===== config.mk =====
export PLATFORM = sky130hd
export DESIGN_NAME = cfgx_bridge
export DESIGN_NICKNAME = d
export VERILOG_FILES = /design/src/rtl/cfgx_pkg.sv /design/src/rtl/cfgx_lsb_enc.sv /design/src/rtl/cfgx_xlate.sv /design/src/rtl/cfgx_lanes.sv /design/src/rtl/cfgx_bridge.sv
export SDC_FILE = /design/constraint.sdc
export NUM_CORES = 1
export LEC_CHECK = 0
export ABC_AREA = 1
export BUFFER_PORTS_ARGS = -buffer_cell sky130_fd_sc_hd__buf_2
export CAP_MARGIN = 20
export CORE_UTILIZATION = 55
export CTS_CLUSTER_DIAMETER = 200
export DETAILED_ROUTE_END_ITERATION = 8
export PLACE_DENSITY_LB_ADDON = 0.05
export SETUP_SLACK_MARGIN = 0.3
export SLEW_MARGIN = 5
export SYNTH_ARGS = -nofsm -noshare
export SYNTH_HDL_FRONTEND = slang
export SYNTH_HIERARCHICAL = 1
export SYNTH_SLANG_ARGS = --single-unit

===== constraint.sdc =====
create_clock -name clk -period 2.5 [get_ports clk]
set_clock_uncertainty 0.15 [all_clocks]
set_input_delay 0.5 -clock clk [delete_from_list [all_inputs] [get_ports clk]]
set_output_delay 0.5 -clock clk [all_outputs]
set_load 0.05 [all_outputs]

===== src/rtl/cfgx_pkg.sv =====
package cfgx_pkg;

   typedef enum logic [1:0] {
      XM_PASS  = 2'd0,
      XM_TYPE1 = 2'd1,
      XM_TYPE0 = 2'd2
   } xmode_e;

   typedef enum logic [1:0] {
      SZ_BYTE = 2'd0,
      SZ_HALF = 2'd1,
      SZ_WORD = 2'd2
   } size_e;

   typedef enum logic [1:0] {
      ST_IDLE = 2'd0,
      ST_BUSY = 2'd1,
      ST_DONE = 2'd2
   } state_e;

endpackage


===== src/rtl/cfgx_lsb_enc.sv =====
module cfgx_lsb_enc #(
   parameter int W = 21,
   localparam int IW = (W > 1) ? $clog2(W) : 1
) (
   input  logic [W-1:0]  vec,
   output logic [IW-1:0] pos,
   output logic          found
);

   generate
      if (W < 1) begin : g_bad_w
         $error("cfgx_lsb_enc: W must be at least 1");
      end
   endgenerate

   // scan downwards so the lowest set bit is the last one to win
   always_comb begin
      pos   = '0;
      found = 1'b0;
      for (int i = W - 1; i >= 0; i--) begin
         if (vec[i]) begin
            pos   = IW'(i);
            found = 1'b1;
         end
      end
   end

endmodule


===== src/rtl/cfgx_xlate.sv =====
module cfgx_xlate
   import cfgx_pkg::*;
#(
   parameter int AW      = 32,
   parameter int SLOT_LO = 11,
   parameter int SLOT_W  = 5,
   localparam int VEC_W  = AW - SLOT_LO,
   localparam int PW     = (VEC_W > 1) ? $clog2(VEC_W) : 1
) (
   input  logic          clk,
   input  logic          rst_n,
   input  logic [AW-1:0] idx,
   input  logic [2:0]    off,
   output logic [AW-1:0] addr,
   output xmode_e        mode,
   output logic          ok
);

   generate
      if (SLOT_W < PW) begin : g_bad_slot
         $error("cfgx_xlate: SLOT_W too narrow for the select field");
      end
      if (SLOT_LO + SLOT_W > AW || SLOT_LO < 4) begin : g_bad_lo
         $error("cfgx_xlate: slot field does not fit the address");
      end
   endgenerate

   logic [PW-1:0] slot_pos;
   logic          slot_found;

   cfgx_lsb_enc #(.W(VEC_W)) u_enc (
      .vec   (idx[AW-1:SLOT_LO]),
      .pos   (slot_pos),
      .found (slot_found)
   );

   always_comb begin
      addr = '0;
      if (idx[AW-1]) begin
         mode = XM_PASS;
         ok   = 1'b1;
         addr = idx | AW'(off[1:0]);
      end else if (idx[0]) begin
         mode = XM_TYPE1;
         ok   = 1'b1;
         addr = {idx[AW-1:3], off};
      end else begin
         mode = XM_TYPE0;
         ok   = slot_found;
         addr[SLOT_LO +: SLOT_W] = SLOT_W'(slot_pos);
         addr[SLOT_LO-1:3]       = idx[SLOT_LO-1:3];
         addr[2:0]               = off;
      end
   end

   // the encoder result points at a set bit with nothing set below it
   p_slot_lowest_r5: assert property (@(posedge clk) disable iff (!rst_n)
      (mode == XM_TYPE0 && ok) |->
         (idx[SLOT_LO + 32'(slot_pos)] &&
          ((idx[AW-1:SLOT_LO] & ((VEC_W'(1) << slot_pos) - VEC_W'(1))) == '0)));

   // a type-0 index with no select bit never reports a usable translation
   p_empty_sel_r6: assert property (@(posedge clk) disable iff (!rst_n)
      (!idx[AW-1] && !idx[0] && idx[AW-1:SLOT_LO] == '0) |-> !ok);

endmodule


===== src/rtl/cfgx_lanes.sv =====
module cfgx_lanes #(
   parameter int DW = 32,
   localparam int NB = DW / 8,
   localparam int LW = (NB > 1) ? $clog2(NB) : 1
) (
   input  logic [1:0]    size,
   input  logic [LW-1:0] lane,
   input  logic [DW-1:0] wdata_in,
   input  logic [DW-1:0] rdata_in,
   output logic [NB-1:0] be,
   output logic [DW-1:0] wdata_out,
   output logic [DW-1:0] rdata_out
);

   generate
      if (DW % 8 != 0 || NB < 4) begin : g_bad_dw
         $error("cfgx_lanes: DW must be a multiple of 8 and at least 32");
      end
   endgenerate

   logic [NB-1:0] bmask;
   logic [LW-1:0] shift;
   logic [DW-1:0] bits;

   always_comb begin
      case (size)
         2'd0: begin
            bmask = NB'(1);
            shift = lane;
         end
         2'd1: begin
            bmask = NB'(3);
            shift = lane & ~LW'(1);
         end
         default: begin
            bmask = '1;
            shift = '0;
         end
      endcase
   end

   for (genvar g = 0; g < NB; g++) begin : g_bits
      assign bits[8*g +: 8] = {8{bmask[g]}};
   end

   assign be        = bmask << shift;
   assign wdata_out = (wdata_in & bits) << {shift, 3'b000};
   assign rdata_out = (rdata_in >> {shift, 3'b000}) & bits;

endmodule


===== src/rtl/cfgx_bridge.sv =====
module cfgx_bridge
   import cfgx_pkg::*;
#(
   parameter int AW      = 32,
   parameter int DW      = 32,
   parameter int SLOT_LO = 11,
   parameter int SLOT_W  = 5,
   localparam int NB     = DW / 8,
   localparam int LW     = (NB > 1) ? $clog2(NB) : 1
) (
   input  logic          clk,
   input  logic          rst_n,
   input  logic          h_req,
   input  logic          h_win,
   input  logic          h_we,
   input  logic [2:0]    h_off,
   input  logic [1:0]    h_size,
   input  logic [DW-1:0] h_wdata,
   output logic [DW-1:0] h_rdata,
   output logic          h_ready,
   output logic          d_req,
   output logic          d_we,
   output logic [AW-1:0] d_addr,
   output logic [NB-1:0] d_be,
   output logic [DW-1:0] d_wdata,
   input  logic          d_rsp,
   input  logic [DW-1:0] d_rdata
);

   generate
      if (LW > 3) begin : g_bad_lanes
         $error("cfgx_bridge: lane index exceeds the offset input");
      end
      if (DW != AW) begin : g_bad_idx
         $error("cfgx_bridge: the index is written through the data port");
      end
   endgenerate

   state_e        state;
   logic [AW-1:0] idx_q;
   logic [DW-1:0] rd_q;
   logic [LW-1:0] lane_q;
   logic [1:0]    size_q;

   logic [AW-1:0] x_addr;
   xmode_e        x_mode;
   logic          x_ok;
   logic [1:0]    sz_sel;
   logic [LW-1:0] lane_sel;
   logic [NB-1:0] l_be;
   logic [DW-1:0] l_wdata;
   logic [DW-1:0] l_rdata;

   cfgx_xlate #(.AW(AW), .SLOT_LO(SLOT_LO), .SLOT_W(SLOT_W)) u_xlate (
      .clk   (clk),
      .rst_n (rst_n),
      .idx   (idx_q),
      .off   (h_off),
      .addr  (x_addr),
      .mode  (x_mode),
      .ok    (x_ok)
   );

   // the lane unit serves both the issue edge and the response edge
   assign sz_sel   = (state == ST_IDLE) ? h_size : size_q;
   assign lane_sel = (state == ST_IDLE) ? h_off[LW-1:0] : lane_q;

   cfgx_lanes #(.DW(DW)) u_lanes (
      .size      (sz_sel),
      .lane      (lane_sel),
      .wdata_in  (h_wdata),
      .rdata_in  (d_rdata),
      .be        (l_be),
      .wdata_out (l_wdata),
      .rdata_out (l_rdata)
   );

   always_ff @(posedge clk or negedge rst_n) begin
      if (!rst_n) begin
         state   <= ST_IDLE;
         idx_q   <= '0;
         rd_q    <= '0;
         lane_q  <= '0;
         size_q  <= '0;
         d_req   <= 1'b0;
         d_we    <= 1'b0;
         d_addr  <= '0;
         d_be    <= '0;
         d_wdata <= '0;
      end else begin
         case (state)
            ST_IDLE: begin
               if (h_req) begin
                  if (!h_win) begin
                     if (h_we) idx_q <= h_wdata;
                     rd_q  <= idx_q;
                     state <= ST_DONE;
                  end else if (x_ok) begin
                     d_req   <= 1'b1;
                     d_we    <= h_we;
                     d_addr  <= x_addr;
                     d_be    <= l_be;
                     d_wdata <= l_wdata;
                     lane_q  <= h_off[LW-1:0];
                     size_q  <= h_size;
                     state   <= ST_BUSY;
                  end else begin
                     rd_q  <= '1;
                     state <= ST_DONE;
                  end
               end
            end
            ST_BUSY: begin
               if (d_rsp) begin
                  d_req <= 1'b0;
                  rd_q  <= d_we ? '0 : l_rdata;
                  state <= ST_DONE;
               end
            end
            default: state <= ST_IDLE;
         endcase
      end
   end

   assign h_ready = (state == ST_DONE);
   assign h_rdata = rd_q;

   // request and its fields hold until the response is sampled
   p_req_hold_r9: assert property (@(posedge clk) disable iff (!rst_n)
      (d_req && !d_rsp) |=> (d_req && $stable(d_addr) && $stable(d_be) &&
                             $stable(d_wdata) && $stable(d_we)));

   // a sampled response retires the request and completes the host access
   p_ready_after_rsp_r9: assert property (@(posedge clk) disable iff (!rst_n)
      (d_req && d_rsp) |=> (h_ready && !d_req));

   // never a completion while a transaction is still open
   p_single_open_r9: assert property (@(posedge clk) disable iff (!rst_n)
      h_ready |-> !d_req);

   // completion is a single-cycle pulse
   p_ready_pulse_r2: assert property (@(posedge clk) disable iff (!rst_n)
      h_ready |=> !h_ready);

   // an open request enables one, two or all byte lanes
   p_be_count_r7: assert property (@(posedge clk) disable iff (!rst_n)
      d_req |-> ($countones(d_be) == 1 || $countones(d_be) == 2 ||
                 $countones(d_be) == NB));

endmodule


**Word-level counts from Yosys, hierarchy flattened**

Cells that the tools add are included.

- Output and inout bits: 103
- Register bits after elaboration: 140
- Word-level logic and storage cells: 98
- Input port bits: 75

- Bitwise operators: 4
- Mux-type cells: 65
- Reduce and logical (&&, ||, !) cells: 8
- Shift-type cells: 3
- Equal/unequal tests: 8

Operators with widths:

| cell | count |
|---|---|
| $mux 32 | 6 |
| $mux 5 | 20 |
| $and 32x32->32 | 2 |
| $pmux 32 s2 | 1 |
| $or 32x2->32 | 1 |
| $shl 32x5->32 | 1 |
| $shr 32x5->32 | 1 |
| $mux 1 | 26 |
| $mux 16 | 1 |
| $mux 15 | 1 |
| $mux 2 | 6 |
| $reduce_and 4->1 | 3 |
| $pmux 2 s2 | 2 |
| $pmux 4 s2 | 1 |
| $ne 2x2->1 const B | 3 |
| $reduce_and 5->1 | 1 |
| $eq 2x1->1 const B | 2 |
| $logic_not 2->1 | 2 |
| $shl 4x2->4 | 1 |
| $ne 3x3->1 const B | 1 |
| $eq 2x2->1 const B | 1 |
| $ne 2x1->1 const B | 1 |
| $pmux 1 s2 | 1 |
| $reduce_and 2->1 | 1 |
| other kinds (2) | 2 |

**Logic depth before layout (Yosys ltp)**

- Depth in word-level cells: 26
- Mapped depth: 23
- Mapped depth without buffers: 23

**Hierarchy**

Netlist, hierarchy kept.

Modules (own cells, without submodules):

| module | cells an instance | area each (sq um) | times used | seq. area each (sq um) |
|---|---|---|---|---|
| cfgx_bridge | 724 | 6150.9 | 1 | 3503.4 |
| cfgx_lanes | 280 | 1253.7 | 1 | 0.0 |
| cfgx_xlate | 68 | 329.1 | 1 | 0.0 |
| cfgx_lsb_enc | 66 | 277.8 | 1 | 0.0 |

**Least setup slack after synthesis**

No wires, ideal clock.

- Kind: reg-to-reg
- Start: register state[0]
- End: register rd_q[1], in the netlist h_rdata[1]
- Path buffers: 1
- Period minus slack after synthesis: 2107 ps
- Data arrival time: 1834 ps
- Required time: 2227 ps
- Path slack: 393 ps
- Stages on the path, launching flop included: 14
- Library setup time: 123 ps
- Path through: dfrtp_1 > nor2_4 > inv_1 > o21ai_0 > nor2_8 > nand2_4 > buf_6 > nand2_1 > nand3_1 > nand2_1 > nand3_1 > nand2_1 > nand2_1 > nand2_1

- Word-level cells in the longest chain between the ends: 9
- Elaborated cells between the ends (all ways): 17
- Classes of those cells: eq/ne: 5; shift: 1; mux: 6; bitwise: 1; reduce/logical: 4

Ends and longest elaborated chain:

| what | line | RTL |
|---|---|---|
| start, declared | cfgx_bridge.sv:39 | `state_e state;` |
| start signal, assigned | cfgx_bridge.sv:80 | `state <= ST_IDLE;` |
| start signal, assigned | cfgx_bridge.sv:97 | `state <= ST_DONE;` |
| start signal, assigned | cfgx_bridge.sv:106 | `state <= ST_BUSY;` |
| $logic_not 2->1 (*) | cfgx_bridge.sv:65 | `assign sz_sel = (state == ST_IDLE) ? h_size : size_q;` |
| $mux 2 (*) | cfgx_bridge.sv:65 |  |
| via sz_sel[0] | cfgx_bridge.sv:48 | `logic [1:0] sz_sel;` |
| $eq 2x1->1 or $logic_not 2->1 (tied branches) | cfgx_lanes.sv:26 | `case (size)` |
| $pmux 2 s2 (*) | cfgx_lanes.sv:26 |  |
| $shr 32x5->32 (*) | cfgx_lanes.sv:48 | `assign rdata_out = (rdata_in >> {shift, 3'b000}) & bits;` |
| $and 32x32->32 (*) | cfgx_lanes.sv:48 |  |
| via l_rdata[1] | cfgx_bridge.sv:52 | `logic [DW-1:0] l_rdata;` |
| $mux 32 (*) | cfgx_bridge.sv:116 | `rd_q <= d_we ? '0 : l_rdata;` |
| $mux 32 (*) | cfgx_bridge.sv:114 | `if (d_rsp) begin` |
| $pmux 32 s2 (*) | cfgx_bridge.sv:91 | `case (state)` |
| end signal, assigned | cfgx_bridge.sv:96 | `rd_q <= idx_q;` |
| end signal, assigned | cfgx_bridge.sv:116 |  |
| end, declared | cfgx_bridge.sv:41 | `logic [DW-1:0] rd_q;` |

Mark *: on every way through the listed nets, which the timed path passes. The rest lies on a longest branch. The select of a mux whose other input is x is not followed.
A chain may end at the register's enable or synchronous reset.

**Worst setup path in the final report**

- Start: register state[0]
- End: register rd_q[11], in the netlist h_rdata[11]

- Word-level cells in the longest chain between the ends: 9
- Elaborated cells between the ends (all ways): 18
- Classes of those cells: eq/ne: 5; shift: 1; mux: 7; bitwise: 1; reduce/logical: 4

Ends and longest elaborated chain:

| what | line |
|---|---|
| $logic_not 2->1 (*) | cfgx_bridge.sv:65 |
| $mux 2 (*) | cfgx_bridge.sv:65 |
| via sz_sel[1] | cfgx_bridge.sv:48 |
| $eq 2x1->1 or $logic_not 2->1 (tied branches) | cfgx_lanes.sv:26 |
| $pmux 2 s2 | cfgx_lanes.sv:26 |
| $shr 32x5->32 | cfgx_lanes.sv:48 |
| $and 32x32->32 (*) | cfgx_lanes.sv:48 |
| via l_rdata[11] | cfgx_bridge.sv:52 |
| $mux 32 (*) | cfgx_bridge.sv:116 |
| $mux 32 (*) | cfgx_bridge.sv:114 |
| $pmux 32 s2 (*) | cfgx_bridge.sv:91 |

Marks and branches as above.

==> impl_metrics.yaml <==
drt:
  vias_per_cell: 5.46
  drt.antenna.violating_nets: 0
  wirelength_mm: 26.2
  routedWlPerCell_um: 17.2
  drc: 0
  drtIter0Drc: 800
  dr.pass1.iters: 6
  vias: 8293
logic_synthesis:
  synthCells: 1137
  syn_area_per_cell_um2: 7.04
  yosysWarnings: 6
  syn_nets: 1212
  synth_area_um2: 8010
timing:
  timing.final.crit_share: 0.931
  fmax_ghz: 0.430
  worst_pin_slew_ns: 0.691
  rsz0062_at_grt: "yes"
  setup_viol: 0
  period_minus_slack_ns: 2.33
  fin_ws_ns: 0.172
  slew_viol_final: 0
  slew_headroom: 0.538
  final_hold_viol_count: 0
die:
  die_x_um: 123
  die_h_um: 123
  rows: 43
  start_util: 0.570
  dieArea_um2: 15000
  core-area_um2: 14000
  ioPinCount: 178
place:
  dp_hpwl_mm: 17.7
  io_buffers: 177
  gp_congestion: 0.959
  place_area_um2: 9070
  pre_cts_slack_ns: 0.00912
final_layout:
  layout-drive-gt1-share: 0.262
  fin_area_um2: 10400
  syn_to_final_growth_pct: 29.4
  nets: 1403
  final_cell_mix: "nand2_1 (328), inv_1 (185), buf_2 (176)"
  final_util: 0.738
  final_common_cell: "nand2_1"
  diodes: 0
global_routing:
  grt_usage: 0.338
  grt_pass1_vias: 7224
  grt_max_degree: 88
  grt_pass1_wl_mm: 38.1
  grt.overflow.total: 0
  antenna_found_initial: 0
setup_path:
  rr_endpoint: "h_rdata[11]$_DFFE_PN0P_"
  crit_type: "register to register"
  start_kind: "register"
  cp-end-kind: "register"
  crit_path_start: "state[0]$_DFFE_PN0P_"
  arrival_ns: 2.53
  r2r.worst_path.cells: 17
  worstPathMaxFanout: 8
  rr_startpoint: "state[0]$_DFFE_PN0P_"
  r2r_setup_slack_ns: 0.17
  worst_ep_required_time_ns: 2.71
flow_run:
  maxCapViolCount: 0
clocking:
  clk_path_buf_depth: 2
  clkSinkCount: 140
  clk_latency_ns: 0.42
  cts_max_level: 4
  cts_tree: "done"
  cts_made_buffers: 17
  cts-root-buf: "clkbuf_16"
  path_clk_slew_ns: 0.06
power_and_ir_drop:
  p_per_area_nw_per_um2: 1590
  leakage_nw: 5.76
  ir_worst_vdd_mv: 0.894
outcome:
  status: "complete, no violations"
hold_path:
  holdCritStartpoint: "h_wdata[20]"
  hold_end: "idx_q[20]$_DFFE_PN0P_"
  worstHoldPathType: "primary input to register"
  min_path_cells: 3
## per-stage QoR
step	cells	hold slack [ns]	power (mW)	setup TNS, ns
6_report	1520	0.191	16.5	0
3_3_place_gp	1463	0.310	12.5	-0.0486
5_1_grt	1520	0.194	17.3	0
2_1_floorplan	1137	0.0544	10.2	0
3_5_place_dp	1463	0.321	12.5	0
4_1_cts	1508	0.181	15.8	0
## routing by layer
layer	track usage	part of all wire	up-vias
met1	0.477	0.43	3861
met2	0.520	0.46	470
met3	0.0572	0.088	69
met5	0	0	-
li1	-	-	3893
met4	0.127	0.030	0
## registers in the layout, indices dropped and copies added (netlist names)
register  flops
d_wdata      32
state         2
lane_q        2
d_req         1
size_q        2
idx_q        32
d_we          1
h_rdata      32
d_be          4
d_addr       32
## critical path: stages, from the launching register on
cell and delay, ns:
dfrtp_1 0.40, nor2_4 0.14, inv_2 0.05, buf_6 0.13, nand2_4 0.06, o21ai_4 0.06, buf_12 0.14, nor2_8 0.19
buf_12 0.14, buf_12 0.11, nand3_1 0.08, nand2_1 0.09, nor2_2 0.05, nor2_1 0.09, nand3_1 0.10, nand2_1 0.11
nand2_1 0.08, nand2_1 0.07
## worst max-delay path by stage
| stage | end | slack (ns) | cells past startpoint |
|---|---|---|---|
| detailed placement | h_rdata[11]$_DFFE_PN0P_ | 0.009 | 12 |
| CTS | h_rdata[15]$_DFFE_PN0P_ | 0.27 | 17 |
| global route | h_rdata[14]$_DFFE_PN0P_ | 0.1 | 17 |
| floorplan | h_rdata[1]$_DFFE_PN0P_ | 0.39 | 13 |
| finish | h_rdata[11]$_DFFE_PN0P_ | 0.17 | 17 |
| global placement | h_rdata[11]$_DFFE_PN0P_ | -0.03 | 12 |
## power by group
part           switching (mW)  total (mW)  internal, mW
clock network           0.974        2.64          1.67
logic                    6.84        9.74          2.90
registers               0.768        4.07          3.31
total                    8.59        16.5          7.87
## what timing repair did
item | 4_1_cts | 5_1_grt
pin swaps | 40 | 24
setup buffers | 10 | 7
hold endpoints to repair | 56 | 0
setup endpoints to repair | 107 | 104
hold buffers | 1 | 0
gates resized for setup | 32 | 62
cloned | 3 | 5
## cell type report
cell class	count	area (um^2)
Fill cell	1198	3680
Sequential cell	140	3500
Multi-Input combinational cell	730	3550
Timing Repair Buffer	244	1710
Inverter	195	743
Clock inverter	10	139
Tap cell	180	225
Clock buffer	21	480
(Power assumes the default switching activity.)
